## config.mk

```make
export PLATFORM = sky130hd
export DESIGN_NAME = sertx_top
export DESIGN_NICKNAME = d
export VERILOG_FILES = /design/src/rtl/sertx_pkg.sv /design/src/rtl/sertx_tick_gen.sv /design/src/rtl/sertx_hold_reg.sv /design/src/rtl/sertx_shifter.sv /design/src/rtl/sertx_top.sv
export SDC_FILE = /design/constraint.sdc
export NUM_CORES = 1
export LEC_CHECK = 0
export CAP_MARGIN = 20
export CORE_UTILIZATION = 45
export CTS_BUF_LIST = sky130_fd_sc_hd__clkbuf_8
export CTS_CLUSTER_SIZE = 20
export DETAILED_ROUTE_END_ITERATION = 6
export DONT_BUFFER_PORTS = 1
export PLACE_DENSITY_LB_ADDON = 0.1
export SLEW_MARGIN = 30
export SYNTH_ARGS = -nofsm -noshare
export SYNTH_HDL_FRONTEND = slang
export SYNTH_HIERARCHICAL = 1
export SYNTH_SLANG_ARGS = --single-unit
```

## constraint.sdc

```tcl
create_clock -name clk -period 2.64 [get_ports clk]
set_clock_uncertainty 0.2 [all_clocks]
set_input_delay 0.396 -clock clk [delete_from_list [all_inputs] [get_ports clk]]
set_output_delay 0.396 -clock clk [all_outputs]
set_load 0.05 [all_outputs]
```

## src/rtl/sertx_pkg.sv

```systemverilog
package sertx_pkg;

  typedef enum logic [2:0] {
    ST_IDLE  = 3'd0,
    ST_START = 3'd1,
    ST_DATA  = 3'd2,
    ST_PAR   = 3'd3,
    ST_STOP  = 3'd4
  } tx_state_e;

  typedef struct packed {
    logic [1:0] wlen;
    logic       par_en;
    logic       par_even;
    logic       stop_long;
  } frame_cfg_t;

endpackage

```

## src/rtl/sertx_tick_gen.sv

```systemverilog
module sertx_tick_gen #(
  parameter int DIV_W = 16
) (
  input  logic             clk,
  input  logic             rst_n,
  input  logic [DIV_W-1:0] divisor,
  output logic             tick
);

  logic [DIV_W-1:0] cnt_q, cnt_d;
  logic             div_zero;

  assign div_zero = (divisor == '0);
  // ">=" keeps the count bounded when the divisor is lowered mid-count
  assign tick     = !div_zero && (cnt_q >= (divisor - DIV_W'(1)));

  always_comb begin
    cnt_d = cnt_q + DIV_W'(1);
    if (div_zero || tick) cnt_d = '0;
  end

  always_ff @(posedge clk or negedge rst_n) begin
    if (!rst_n) cnt_q <= '0;
    else        cnt_q <= cnt_d;
  end

endmodule

```

## src/rtl/sertx_hold_reg.sv

```systemverilog
module sertx_hold_reg #(
  parameter int DATA_W = 8
) (
  input  logic              clk,
  input  logic              rst_n,
  input  logic              wr_stb,
  input  logic [DATA_W-1:0] wr_data,
  input  logic              take,
  output logic              hold_full,
  output logic [DATA_W-1:0] hold_data
);

  logic full_d;

  always_comb begin
    full_d = hold_full;
    if (take)   full_d = 1'b0;
    if (wr_stb) full_d = 1'b1;
  end

  always_ff @(posedge clk or negedge rst_n) begin
    if (!rst_n) hold_full <= 1'b0;
    else        hold_full <= full_d;
  end

  always_ff @(posedge clk or negedge rst_n) begin
    if (!rst_n)      hold_data <= '0;
    else if (wr_stb) hold_data <= wr_data;
  end

endmodule

```

## src/rtl/sertx_shifter.sv

```systemverilog
module sertx_shifter
  import sertx_pkg::*;
#(
  parameter int DATA_W     = 8,
  parameter int OVERSAMPLE = 16
) (
  input  logic              clk,
  input  logic              rst_n,
  input  logic              tick,
  input  logic              hold_full,
  input  logic [DATA_W-1:0] hold_data,
  input  frame_cfg_t        cfg_in,
  output logic              take,
  output logic              txd,
  output logic              busy
);

  localparam int CNT_W  = $clog2(2 * OVERSAMPLE);
  localparam int BIDX_W = $clog2(DATA_W);
  localparam logic [CNT_W-1:0] BIT_LAST   = CNT_W'(OVERSAMPLE - 1);
  localparam logic [CNT_W-1:0] STOP15_LST = CNT_W'(OVERSAMPLE + OVERSAMPLE / 2 - 1);
  localparam logic [CNT_W-1:0] STOP2_LST  = CNT_W'(2 * OVERSAMPLE - 1);
  localparam logic [BIDX_W-1:0] BIDX_BASE = BIDX_W'(DATA_W - 4);

  tx_state_e          st_q, st_d;
  logic [CNT_W-1:0]   tcnt_q, tcnt_d;
  logic [BIDX_W-1:0]  bidx_q, bidx_d;
  logic [DATA_W-1:0]  sh_q, sh_d;
  frame_cfg_t         cfg_q, cfg_d;
  logic               par_q, par_d;

  logic [BIDX_W-1:0]  last_in, last_q;
  logic [DATA_W-1:0]  mask_in;
  logic               par_calc;
  logic [CNT_W-1:0]   stop_last;
  logic               bit_end;

  assign last_in = BIDX_W'(cfg_in.wlen) + BIDX_BASE;
  assign last_q  = BIDX_W'(cfg_q.wlen) + BIDX_BASE;

  for (genvar i = 0; i < DATA_W; i++) begin : g_mask
    assign mask_in[i] = (i <= int'(last_in));
  end

  assign par_calc = (^(hold_data & mask_in)) ^ ~cfg_in.par_even;
  assign bit_end  = (tcnt_q == BIT_LAST);

  always_comb begin
    if (!cfg_q.stop_long)     stop_last = BIT_LAST;
    else if (cfg_q.wlen == 0) stop_last = STOP15_LST;
    else                      stop_last = STOP2_LST;
  end

  always_comb begin
    st_d   = st_q;
    tcnt_d = tcnt_q;
    bidx_d = bidx_q;
    sh_d   = sh_q;
    cfg_d  = cfg_q;
    par_d  = par_q;
    take   = 1'b0;
    if (tick) begin
      tcnt_d = tcnt_q + CNT_W'(1);
      unique case (st_q)
        ST_IDLE: tcnt_d = '0;
        ST_START: begin
          if (bit_end) begin
            st_d   = ST_DATA;
            tcnt_d = '0;
            bidx_d = '0;
          end
        end
        ST_DATA: begin
          if (bit_end) begin
            tcnt_d = '0;
            sh_d   = sh_q >> 1;
            if (bidx_q == last_q) st_d = cfg_q.par_en ? ST_PAR : ST_STOP;
            else                  bidx_d = bidx_q + BIDX_W'(1);
          end
        end
        ST_PAR: begin
          if (bit_end) begin
            st_d   = ST_STOP;
            tcnt_d = '0;
          end
        end
        ST_STOP: begin
          if (tcnt_q == stop_last) begin
            st_d   = ST_IDLE;
            tcnt_d = '0;
          end
        end
        default: st_d = ST_IDLE;
      endcase
      // load from idle, or chain straight off the final stop tick
      if (hold_full && (st_d == ST_IDLE)) begin
        take   = 1'b1;
        st_d   = ST_START;
        tcnt_d = '0;
        sh_d   = hold_data;
        cfg_d  = cfg_in;
        par_d  = par_calc;
      end
    end
  end

  always_ff @(posedge clk or negedge rst_n) begin
    if (!rst_n) begin
      st_q   <= ST_IDLE;
      tcnt_q <= '0;
      bidx_q <= '0;
      sh_q   <= '0;
      cfg_q  <= '0;
      par_q  <= 1'b0;
    end else begin
      st_q   <= st_d;
      tcnt_q <= tcnt_d;
      bidx_q <= bidx_d;
      sh_q   <= sh_d;
      cfg_q  <= cfg_d;
      par_q  <= par_d;
    end
  end

  always_comb begin
    unique case (st_q)
      ST_START: txd = 1'b0;
      ST_DATA:  txd = sh_q[0];
      ST_PAR:   txd = par_q;
      default:  txd = 1'b1;
    endcase
  end

  assign busy = (st_q != ST_IDLE);

endmodule

```

## src/rtl/sertx_top.sv

```systemverilog
module sertx_top
  import sertx_pkg::*;
#(
  parameter int DATA_W     = 8,
  parameter int DIV_W      = 16,
  parameter int OVERSAMPLE = 16
) (
  input  logic              clk,
  input  logic              rst_n,
  input  logic              wr_stb,
  input  logic [DATA_W-1:0] wr_data,
  input  logic [1:0]        cfg_wlen,
  input  logic              cfg_par_en,
  input  logic              cfg_par_even,
  input  logic              cfg_stop_long,
  input  logic [DIV_W-1:0]  divisor,
  output logic              txd,
  output logic              hold_empty,
  output logic              tx_empty
);

  logic [1:0]        rs_q;
  logic              rst_int_n;
  logic              tick;
  logic              take;
  logic              hold_full;
  logic [DATA_W-1:0] hold_data;
  logic              busy;
  frame_cfg_t        cfg_in;

  always_ff @(posedge clk or negedge rst_n) begin
    if (!rst_n) rs_q <= 2'b00;
    else        rs_q <= {rs_q[0], 1'b1};
  end
  assign rst_int_n = rs_q[1];

  assign cfg_in = '{wlen: cfg_wlen, par_en: cfg_par_en,
                    par_even: cfg_par_even, stop_long: cfg_stop_long};

  sertx_tick_gen #(.DIV_W(DIV_W)) u_tick (
    .clk(clk), .rst_n(rst_int_n), .divisor(divisor), .tick(tick)
  );

  sertx_hold_reg #(.DATA_W(DATA_W)) u_hold (
    .clk(clk), .rst_n(rst_int_n), .wr_stb(wr_stb), .wr_data(wr_data),
    .take(take), .hold_full(hold_full), .hold_data(hold_data)
  );

  sertx_shifter #(.DATA_W(DATA_W), .OVERSAMPLE(OVERSAMPLE)) u_shift (
    .clk(clk), .rst_n(rst_int_n), .tick(tick), .hold_full(hold_full),
    .hold_data(hold_data), .cfg_in(cfg_in), .take(take), .txd(txd),
    .busy(busy)
  );

  assign hold_empty = !hold_full;
  assign tx_empty   = !hold_full && !busy;

endmodule

```

### Word level (Yosys, flattened, before mapping)

Index checks and enable logic that the tools add are counted.

| word-level totals | value |
|---|---|
| register bits after elaboration | 51 |
| input port bits | 32 |
| logic and storage cells | 88 |

| cells by class | value |
|---|---|
| add/sub/neg operators | 6 |
| $lt $le $gt $ge | 8 |
| eq/ne operators | 10 |
| multiplexer cells | 28 |
| bitwise operators | 3 |
| reduce and logical (&&, ||, !) cells | 21 |

Operators by type and width:

| cell | count |
|---|---|
| 3-bit two-way mux | 11 |
| 8-bit two-way mux | 3 |
| 5-bit two-way mux | 4 |
| 16-bit by 1-bit adder with 16-bit output, second input constant | 1 |
| 16-bit greater-or-equal comparator | 1 |
| 16-bit zero test | 1 |
| 16-bit two-way mux | 1 |
| 16-bit by 1-bit subtractor with 16-bit output, second input constant | 1 |
| 3-bit case mux with 5 select lines | 1 |
| 5-bit case mux with 3 select lines | 1 |
| 3-bit <= comparator, first input constant | 4 |
| 8-bit bitwise AND | 1 |
| 2-bit nonzero test | 4 |
| 8-bit parity | 1 |
| 2-bit by 3-bit adder with 3-bit output, second input constant | 2 |
| 3-bit by 2-bit == test with 1-bit output, second input constant | 2 |
| 2-bit by 3-bit <= comparator with 1-bit output, first input constant | 2 |
| 3-bit zero test | 2 |
| 3-bit case mux with 2 select lines | 1 |
| 5-bit by 1-bit adder with 5-bit output, second input constant | 1 |
| 5-bit by 4-bit == test with 1-bit output, second input constant | 1 |
| 5-bit == test | 1 |
| 5-bit AND reduction | 1 |
| 1-bit two-way mux | 4 |
| other kinds (19) | 24 |

### Longest topological paths before layout

Gate-level depths: netlist of the first run.

| logic depth | value |
|---|---|
| depth in word-level cells | 13 |
| gate-level depth with buffers | 19 |

### Cells and area by module

Netlist of the first run, hierarchy kept.

By module, submodules not included:

| module | times used | cells an instance | area an instance (µm²) |
|---|---|---|---|
| sertx_tick_gen | 1 | 160 | 1386.3 |
| sertx_shifter | 1 | 140 | 1383.8 |
| sertx_hold_reg | 1 | 20 | 369.1 |
| sertx_top | 1 | 5 | 61.3 |

### Worst setup path after synthesis of the first run

No wires, ideal clock.

| path | value |
|---|---|
| kind | input to register |
| start | input divisor[6] |
| end | register u_shift.sh_q[7] |
| arrival time | 3602 ps |
| data required time | 2319 ps |
| path slack | -1283 ps |
| stages on the path | 16 |
| path buffers | 1 |
| cells stage by stage | or4_4 -> nor4_4 -> nand3b_1 -> xor2_1 -> ha_1 -> and4_1 -> and3_1 -> o2111ai_1 -> nand3_1 -> and2_1 -> buf_2 -> inv_1 -> or2_1 -> nor2_1 -> nor2_1 -> a22o_1 |

| between the ends | value |
|---|---|
| cells in the longest elaborated chain, start to end | 4 |
| elaborated cells on any way between the ends | 6 |
| classes of those cells | add/sub: 1; order compare: 1; reduce/logical: 4 |

Ends and longest elaborated chain:

| element | line | RTL |
|---|---|---|
| start, declared | sertx_top.sv:16 | `input logic [DIV_W-1:0] divisor,` |
| 16-bit by 1-bit subtractor with 16-bit output or 16-bit zero test (tied branches) | sertx_tick_gen.sv:15, sertx_tick_gen.sv:13 |  |
| 16-bit greater-or-equal comparator or 1-bit zero test (tied branches) | sertx_tick_gen.sv:15 | `assign tick = !div_zero && (cnt_q >= (divisor - DIV_W'(1)));` |
| 1-bit logical AND * | sertx_tick_gen.sv:15 |  |
| net tick | sertx_top.sv:24 | `logic tick;` |
| 3-bit AND reduction (no line) * | n/a |  |
| end signal, assigned | sertx_shifter.sv:112 | `sh_q <= '0;` |
| end signal, assigned | sertx_shifter.sv:119 | `sh_q <= sh_d;` |
| end, declared | sertx_shifter.sv:28 | `logic [DATA_W-1:0] sh_q, sh_d;` |

Mark *: on every way through the listed nets, which the timed path passes. The rest lies on a longest branch.
A chain may end at the register's enable or synchronous reset.

### Worst setup path after layout of the first run

| path | value |
|---|---|
| start | input divisor[8] |
| end | register u_shift.bidx_q[0] |

| between the ends | value |
|---|---|
| cells in the longest elaborated chain, start to end | 4 |
| elaborated cells on any way between the ends | 6 |
| classes of those cells | add/sub: 1; order compare: 1; reduce/logical: 4 |

Ends and longest elaborated chain:

| element | line | RTL |
|---|---|---|
| 16-bit by 1-bit subtractor with 16-bit output or 16-bit zero test (tied branches) | sertx_tick_gen.sv:15, sertx_tick_gen.sv:13 |  |
| 16-bit greater-or-equal comparator or 1-bit zero test (tied branches) | sertx_tick_gen.sv:15 |  |
| 1-bit logical AND * | sertx_tick_gen.sv:15 |  |
| net tick | sertx_top.sv:24 |  |
| 5-bit AND reduction (no line) * | n/a |  |
| end signal, assigned | sertx_shifter.sv:118 | `bidx_q <= bidx_d;` |
| end, declared | sertx_shifter.sv:27 | `logic [BIDX_W-1:0] bidx_q, bidx_d;` |

Marked as above.

==> results of run 1 <==
[cell families after synthesis]
logic type,after synthesis,share of synthesized area
and+or+nand+nor,120,0.194
DFF,51,0.399
other,1,0.00117
buffers and inverters,24,0.0356
AOI/OAI and AO/OA,53,0.116
muxes,14,0.0582
adders and majority gates,23,0.0899
xor gates and xnor gates,39,0.107
[worst paths after layout]
| path | end | slack [ns] | cells after the start |
|---|---|---|---|
| worst max-delay path | u_shift/bidx_q[0]$_DFFE_PN0P_ | -0.71 | 16 |
| worst min-delay path | u_hold/hold_data[3]$_DFFE_PN0P_ | 0.03 | 1 |
| worst max register to register | u_shift/bidx_q[0]$_DFFE_PN0P_ | -0.02 | 12 |
| worst min register to register | u_tick/cnt_q[1]$_DFF_PN0_ | 0.04 | 0 |
| max in group asynchronous | u_shift/st_q[1]$_DFFE_PN0P_ | 1.68 | 1 |
| min in group asynchronous | u_tick/cnt_q[1]$_DFF_PN0_ | 0.04 | 0 |
[layout make-up]
class	instances	area, sq um
clock inverter	3	42.5
multi-input combinational	250	2010
sequential	51	1280
fill	604	2860
clock buffer	5	68.8
inverter	19	78.8
timing repair buffer	41	383
tap	96	120
[sequential cells by signal (all words and copies together) (netlist names)]
register,count
rs_q,2
u_hold/hold_data,8
u_hold/hold_full,1
u_shift/bidx_q,3
u_shift/cfg_q,4
u_shift/par_q,1
u_shift/sh_q,8
u_shift/st_q,3
u_shift/tcnt_q,5
u_tick/cnt_q,16
[power by group through the flow]
| stage | Clock [mW] | Sequential [mW] | Combinational, mW |
|---|---|---|---|
| 6_report | 0.546 | 0.903 | 0.425 |
| 5_1_grt | 0.589 | 0.913 | 0.488 |
| 4_1_cts | 0.565 | 0.904 | 0.414 |
| 3_5_place_dp | 0 | 0.920 | 0.396 |
| 3_3_place_gp | 0 | 0.920 | 0.390 |
| 2_1_floorplan | 0 | 0.932 | 0.252 |
[per-stage QoR]
| step | std cells | util |
|---|---|---|
| after global routing | 465 | 0.582 |
| final | 465 | 0.582 |
| after global placement | 449 | 0.531 |
| after CTS | 463 | 0.567 |
| after detailed placement | 449 | 0.531 |
| after floorplan | 325 | - |
[routing by layer]
layer | track usage | share of wire
met4 | 0.0364 | 0.0067
met3 | 0.0286 | 0.023
met5 | 0 | 0
met1 | 0.297 | 0.51
met2 | 0.307 | 0.46
[what timing repair did]
action / CTS / global route
gates resized for setup: 14 / 23
hold endpoints to repair: 3 / 0
hold buffers: 2 / 0
gates cloned: 1 / 0
endpoints found under the setup margin: 41 / 41
pin swaps: 8 / 8
buffers inserted: 3 / 4
[synthesized netlist by cell type (2+ instances only)]
cell and number:
xnor2_1 31, a31oi_1 4, o211ai_1 2, o22ai_1 2, o21ai_0 9, buf_6 3
or3_1 2, nor4_1 2, ha_1 23, nor3_1 8, a21o_1 7, a21oi_1 11
nor2b_1 3, nand4_1 3, a22o_1 9, dfrtp_1 51, nand2b_1 6, and2_1 3
xor2_1 8, mux2_4 8, nor2_1 37, and4_1 2, nand3b_1 2, inv_1 18
nand3_1 11, and3_1 2, o21ai_1 3, nand2_1 28, mux2_1 5
[worst max-delay path, cell delays in order]
cell	delay, ns
or4_4	0.54
nor4_4	0.23
nor2b_4	0.20
xnor2_1	0.07
ha_1	0.29
and4_1	0.22
and3_4	0.22
o2111ai_4	0.11
nand3_1	0.09
and2_4	0.17
inv_4	0.03
or2_4	0.25
clkinv_4	0.06
nand2b_4	0.04
or4_1	0.39
nand2_1	0.07
==> run metrics, run 1 <==
failing checks=setup timing; commonest non-fill, non-tap cells in the layout=50 x dfrtp_1, 32 x nor2_1, 31 x buf_4, 31 x xnor2_1, 25 x nand2_1; TritonCTS clock tree=done; Worst Hold Class=in2reg; period utilization=1.27; Worst Setup Start Kind=primary input; DPL Wire Length=4890 microns; largest net degree at the start of global routing=30; top_reg_cell synth=dfrtp_1; Final min period=3.35 ns; fmax=298 MHz; Yosys top cell by area=dfrtp_1; Post-Syn Area per Cell=9.85 sq um; measured slew at the worst slew-check pin=0.585 ns; Hold Slack=0.0345 ns; gr ovfl total=0; I/O Buffers=0; Antenna Nets Post-Route=0; Setup Crit Path Kind=in2reg; Sequential Power Share=0.482; drt first pass iters=4; Worst-path clk slew=0.10 ns; H-tree lvl count=2; Iteration-0 DRC Markers=75; post-layout net count=423; required time of the critical path=2.68 ns; max-cap violations=0; worst setup path start=divisor[8]; routed vias=2411; first-pass GRT wire length=11700 microns; initial antenna violation count=0; row count=30; setup ws final=-0.712 ns; register area share after synthesis=0.399; maximum clock insertion buffer count=2; DIE WIDTH=86.3 microns; n_diodes=0; P_sw=526 uW; Final Max Tran Viols=0; pre-CTS setup slack=-1.21 ns; drt total wl=6750 microns; crit end category=flip-flop; Final Hold Fails=0; Skew-Pair Late Insertion Delay=0.30 ns; Area Growth Syn to Fin=24.2%; CTS sink count=51; FFs w/ async S/R, synth=1.00; CP Data Arrival Time=3.39 ns; Setup Total Neg Slack=-17.50 ns; RSZ-0062 raised after global routing=yes; Initial Utilization=0.468; drc violations=0; total power=1.87 mW; Syn Std Cell Area=0.00320 sq mm; dpl cell area=0.00363 sq mm; # IOs=35; status=complete, but fails checks; flops & latches, synth=51; vias in the first global route=2459; Core Area=0.00683 sq mm; synth top area cells=dfrtp_1 40%, ha_1 9.0%, xnor2_1 8.5%, nor2_1 4.3%, mux2_4 3.8%; Yosys cell types=51; Yosys warning count=6; P_int=1.35 mW; clock group share of total power=0.291; design area=0.00398 sq mm; final setup fails=41; TritonCTS buffer count=5; Max FO, Critical Path=4; drt via density=5.18; Net Sw Frac=0.281; share of post-route cells with drive strength above 1=0.260; die height=86.3 microns; Power Dens Cells=471 mW/mm^2; Yosys top cell area share=0.399; GP Congestion=0.787; Cells after Synth=325; wire per inst=14.5 microns; beginning of the worst hold path=wr_data[3]; leakage=1.79 nW; die area=0.00745 sq mm; GRT Resource Usage Total=0.198; syn_nets=380; VDD IR max=353 uV; number of flops mapped to enable cells by yosys=0; RR Startpoint=u_tick/cnt_q[14]$_DFF_PN0_; commonest non-fill, non-tap cell in the layout=dfrtp_1; Comb pwr share=0.227; Root Driver=clkbuf_8; Worst slew margin=0.608
Note: power is estimated with default switching activity, not from simulation.
==> run 2, diff against run 1 <==
- CORE_MARGIN: default -> 8
==> run 2 against run 1 <==
  * Largest cell class unchanged
  * Critical path depth unchanged
  * Sequential power hardly changed
  * Via count up 0.79%
  * Highest routed layer unchanged
  * The run still ends with setup timing left
  * Cell count up 0.65%
==> run metrics, run 2 (synthesis gave the netlist of run 1 again) <==
I/O Buffers=0 (unchanged); pre-CTS setup slack=-1.18 ns (+0.0283 ns); die height=100 microns (+16%); TritonCTS buffer count=5 (unchanged); Post-Place Cells=450 (+0.22%); fillers=600 (-0.66%); Final Max Tran Viols=0 (unchanged); WL met3=204 microns (+29%); row count=30 (unchanged); Worst-path clk slew=0.10 ns (about the same); slowest CP cell=or4_4; Iteration-0 DRC Markers=55 (-27%); DPL Wire Length=5130 microns (+5.0%); H-tree lvl count=2 (unchanged); routed vias=2430 (+0.79%); Skew-Pair Late Insertion Delay=0.30 ns (about the same); TritonCTS clock tree=done; Root Driver=clkbuf_8; top routing layer in use=met4; GP Congestion=0.795 (+1.1%); M1 WL=3440 microns (+0.64%); final core area utilization=0.583 (about the same); leakage=1.80 nW (+0.45%); largest net degree at the start of global routing=29 (-3.3%); status=complete, but fails checks; wire per inst=15.0 microns (+3.1%); Antenna Nets Post-Route=0 (unchanged); Setup Crit Path Kind=in2reg; Power Dens Cells=448 mW/mm^2 (-4.9%); Reg area=0.00128 sq mm (unchanged); # IOs=35 (unchanged); n_diodes=0 (unchanged); drc violations=0 (unchanged); CP Data Arrival Time=3.38 ns (about the same); metal2 WL=3320 microns (+6.1%); fmax=299 MHz (+0.28%); final setup fails=41 (unchanged); maximum clock insertion buffer count=2 (unchanged); Max FO, Critical Path=4 (unchanged); max-cap violations=0 (unchanged); VDD IR max=397 uV (+13%); die area=0.0101 sq mm (+35%); setup ws final=-0.702 ns (+0.00944 ns); initial antenna violation count=0 (unchanged); first-pass GRT wire length=11900 microns (+1.9%); failing checks=setup timing; gr ovfl total=0 (unchanged); Hold Slack=0.0263 ns (-0.00817 ns); total power=1.78 mW (-4.8%); CTS sink count=51 (unchanged); Worst Hold Class=in2reg; DIE WIDTH=100 microns (+16%); measured slew at the worst slew-check pin=0.720 ns (+0.135 ns); Worst Setup Start Kind=primary input; crit end category=flip-flop; largest register by flop count=u_tick/cnt_q; drt via density=5.19 (+0.14%); Setup Total Neg Slack=-17.95 ns (-0.455 ns); commonest non-fill, non-tap cell in the layout=dfrtp_1; CP max stage delay=0.54 ns (about the same); Final Hold Fails=0 (unchanged); GRT Resource Usage Total=0.147 (-0.0512); share of post-route cells with drive strength above 1=0.269 (+0.00865); area taken by multi-input logic gates=0.00199 sq mm (-0.69%); Final min period=3.34 ns (-0.00944 ns); drt total wl=7000 microns (+3.7%); dpl cell area=0.00364 sq mm (+0.21%); final std cells w/o fill=468 (+0.65%); Top Registers=u_tick/cnt_q x16, u_hold/hold_data x8, u_shift/sh_q x8; commonest non-fill, non-tap cells in the layout=50 x dfrtp_1, 32 x nor2_1, 31 x buf_4, 31 x xnor2_1, 25 x nand2_1; Initial Utilization=0.468 (unchanged); period utilization=1.27 (-0.00358); required time of the critical path=2.68 ns (about the same); Area Growth Syn to Fin=24.4% (about the same); RSZ-0062 raised after global routing=yes; drt first pass iters=6 (+2); crit-path cells=or4_4 > nor4_4 > nor2b_2 > xnor2_1 > ha_1 > and4_1 > and3_4 > a31oi_4 > nand3_2 > and2_4 > inv_4 > or2_4 > clkinv_4 > nand2b_4 > or4_4 > nand2_2; Worst slew margin=0.518 (-0.0907); Core Area=0.00683 sq mm (unchanged); most used cell, CP=or4_4; number of flip-flops in the largest register=16 (unchanged); post-layout net count=426 (+0.71%); vias in the first global route=2441 (-0.73%); design area=0.00398 sq mm (about the same)
[run 2: timing repair]
item / 4_1_cts / 5_1_grt
gates resized for setup: 18 / 18
buffers inserted: 4 / 3
endpoints found under the setup margin: 41 / 41
pin swaps: 4 / 10
cloned: 1 / 0
hold buffers: 2 / 0
endpoints found under the hold margin: 3 / 0
[run 2: worst max-delay path: cells and delay by family]
family	cells	cell delay, ns
adders and majority gates	1	0.29
AOI/OAI and AO/OA	1	0.10
buffers and inverters	2	0.09
and+or+nand+nor	11	2.43
xor gates and xnor gates	1	0.07
[run 2: final cells by class]
cell class | instances | area share
clock buffer | 5 | 0.0173
clock inverter | 3 | 0.00566
timing repair buffer | 44 | 0.106
inverter | 19 | 0.0198
multi-input combinational | 250 | 0.500
sequential | 51 | 0.321
tap | 96 | 0.0302
[run 2: worst paths after layout]
check                                          startpoint                              end  slack (ns)  depth (start not counted)
worst max-delay path                           divisor[8]    u_shift/bidx_q[0]$_DFFE_PN0P_       -0.70                         16
worst min-delay path                           wr_data[3]  u_hold/hold_data[3]$_DFFE_PN0P_        0.03                          1
worst max register to register  u_tick/cnt_q[6]$_DFF_PN0_    u_shift/bidx_q[0]$_DFFE_PN0P_       -0.04                         12
worst min register to register          rs_q[1]$_DFF_PN0_        u_tick/cnt_q[0]$_DFF_PN0_        0.05                          0
max in group asynchronous               rs_q[1]$_DFF_PN0_      u_shift/st_q[2]$_DFFE_PN0P_        1.66                          1
min in group asynchronous               rs_q[1]$_DFF_PN0_        u_tick/cnt_q[0]$_DFF_PN0_        0.05                          0
[run 2: power breakdown]
| part | internal [mW] | switching, mW |
|---|---|---|
| Sequential | 0.845 | 0.0593 |
| Clock | 0.190 | 0.266 |
| Combinational | 0.218 | 0.205 |
| Total | 1.25 | 0.530 |
[run 2: per-layer routing]
metal	track usage	vias to the layer above
met5	0	-
met4	0.0314	0
met3	0.0298	5
met2	0.240	29
met1	0.194	1173
li1	-	1223
==> run 3, diff against run 2 <==
- SETUP_SLACK_MARGIN: default -> 0.02
==> results of run 3 <==
Same layout as run 2: the final DEF is identical, and so are final timing and power.
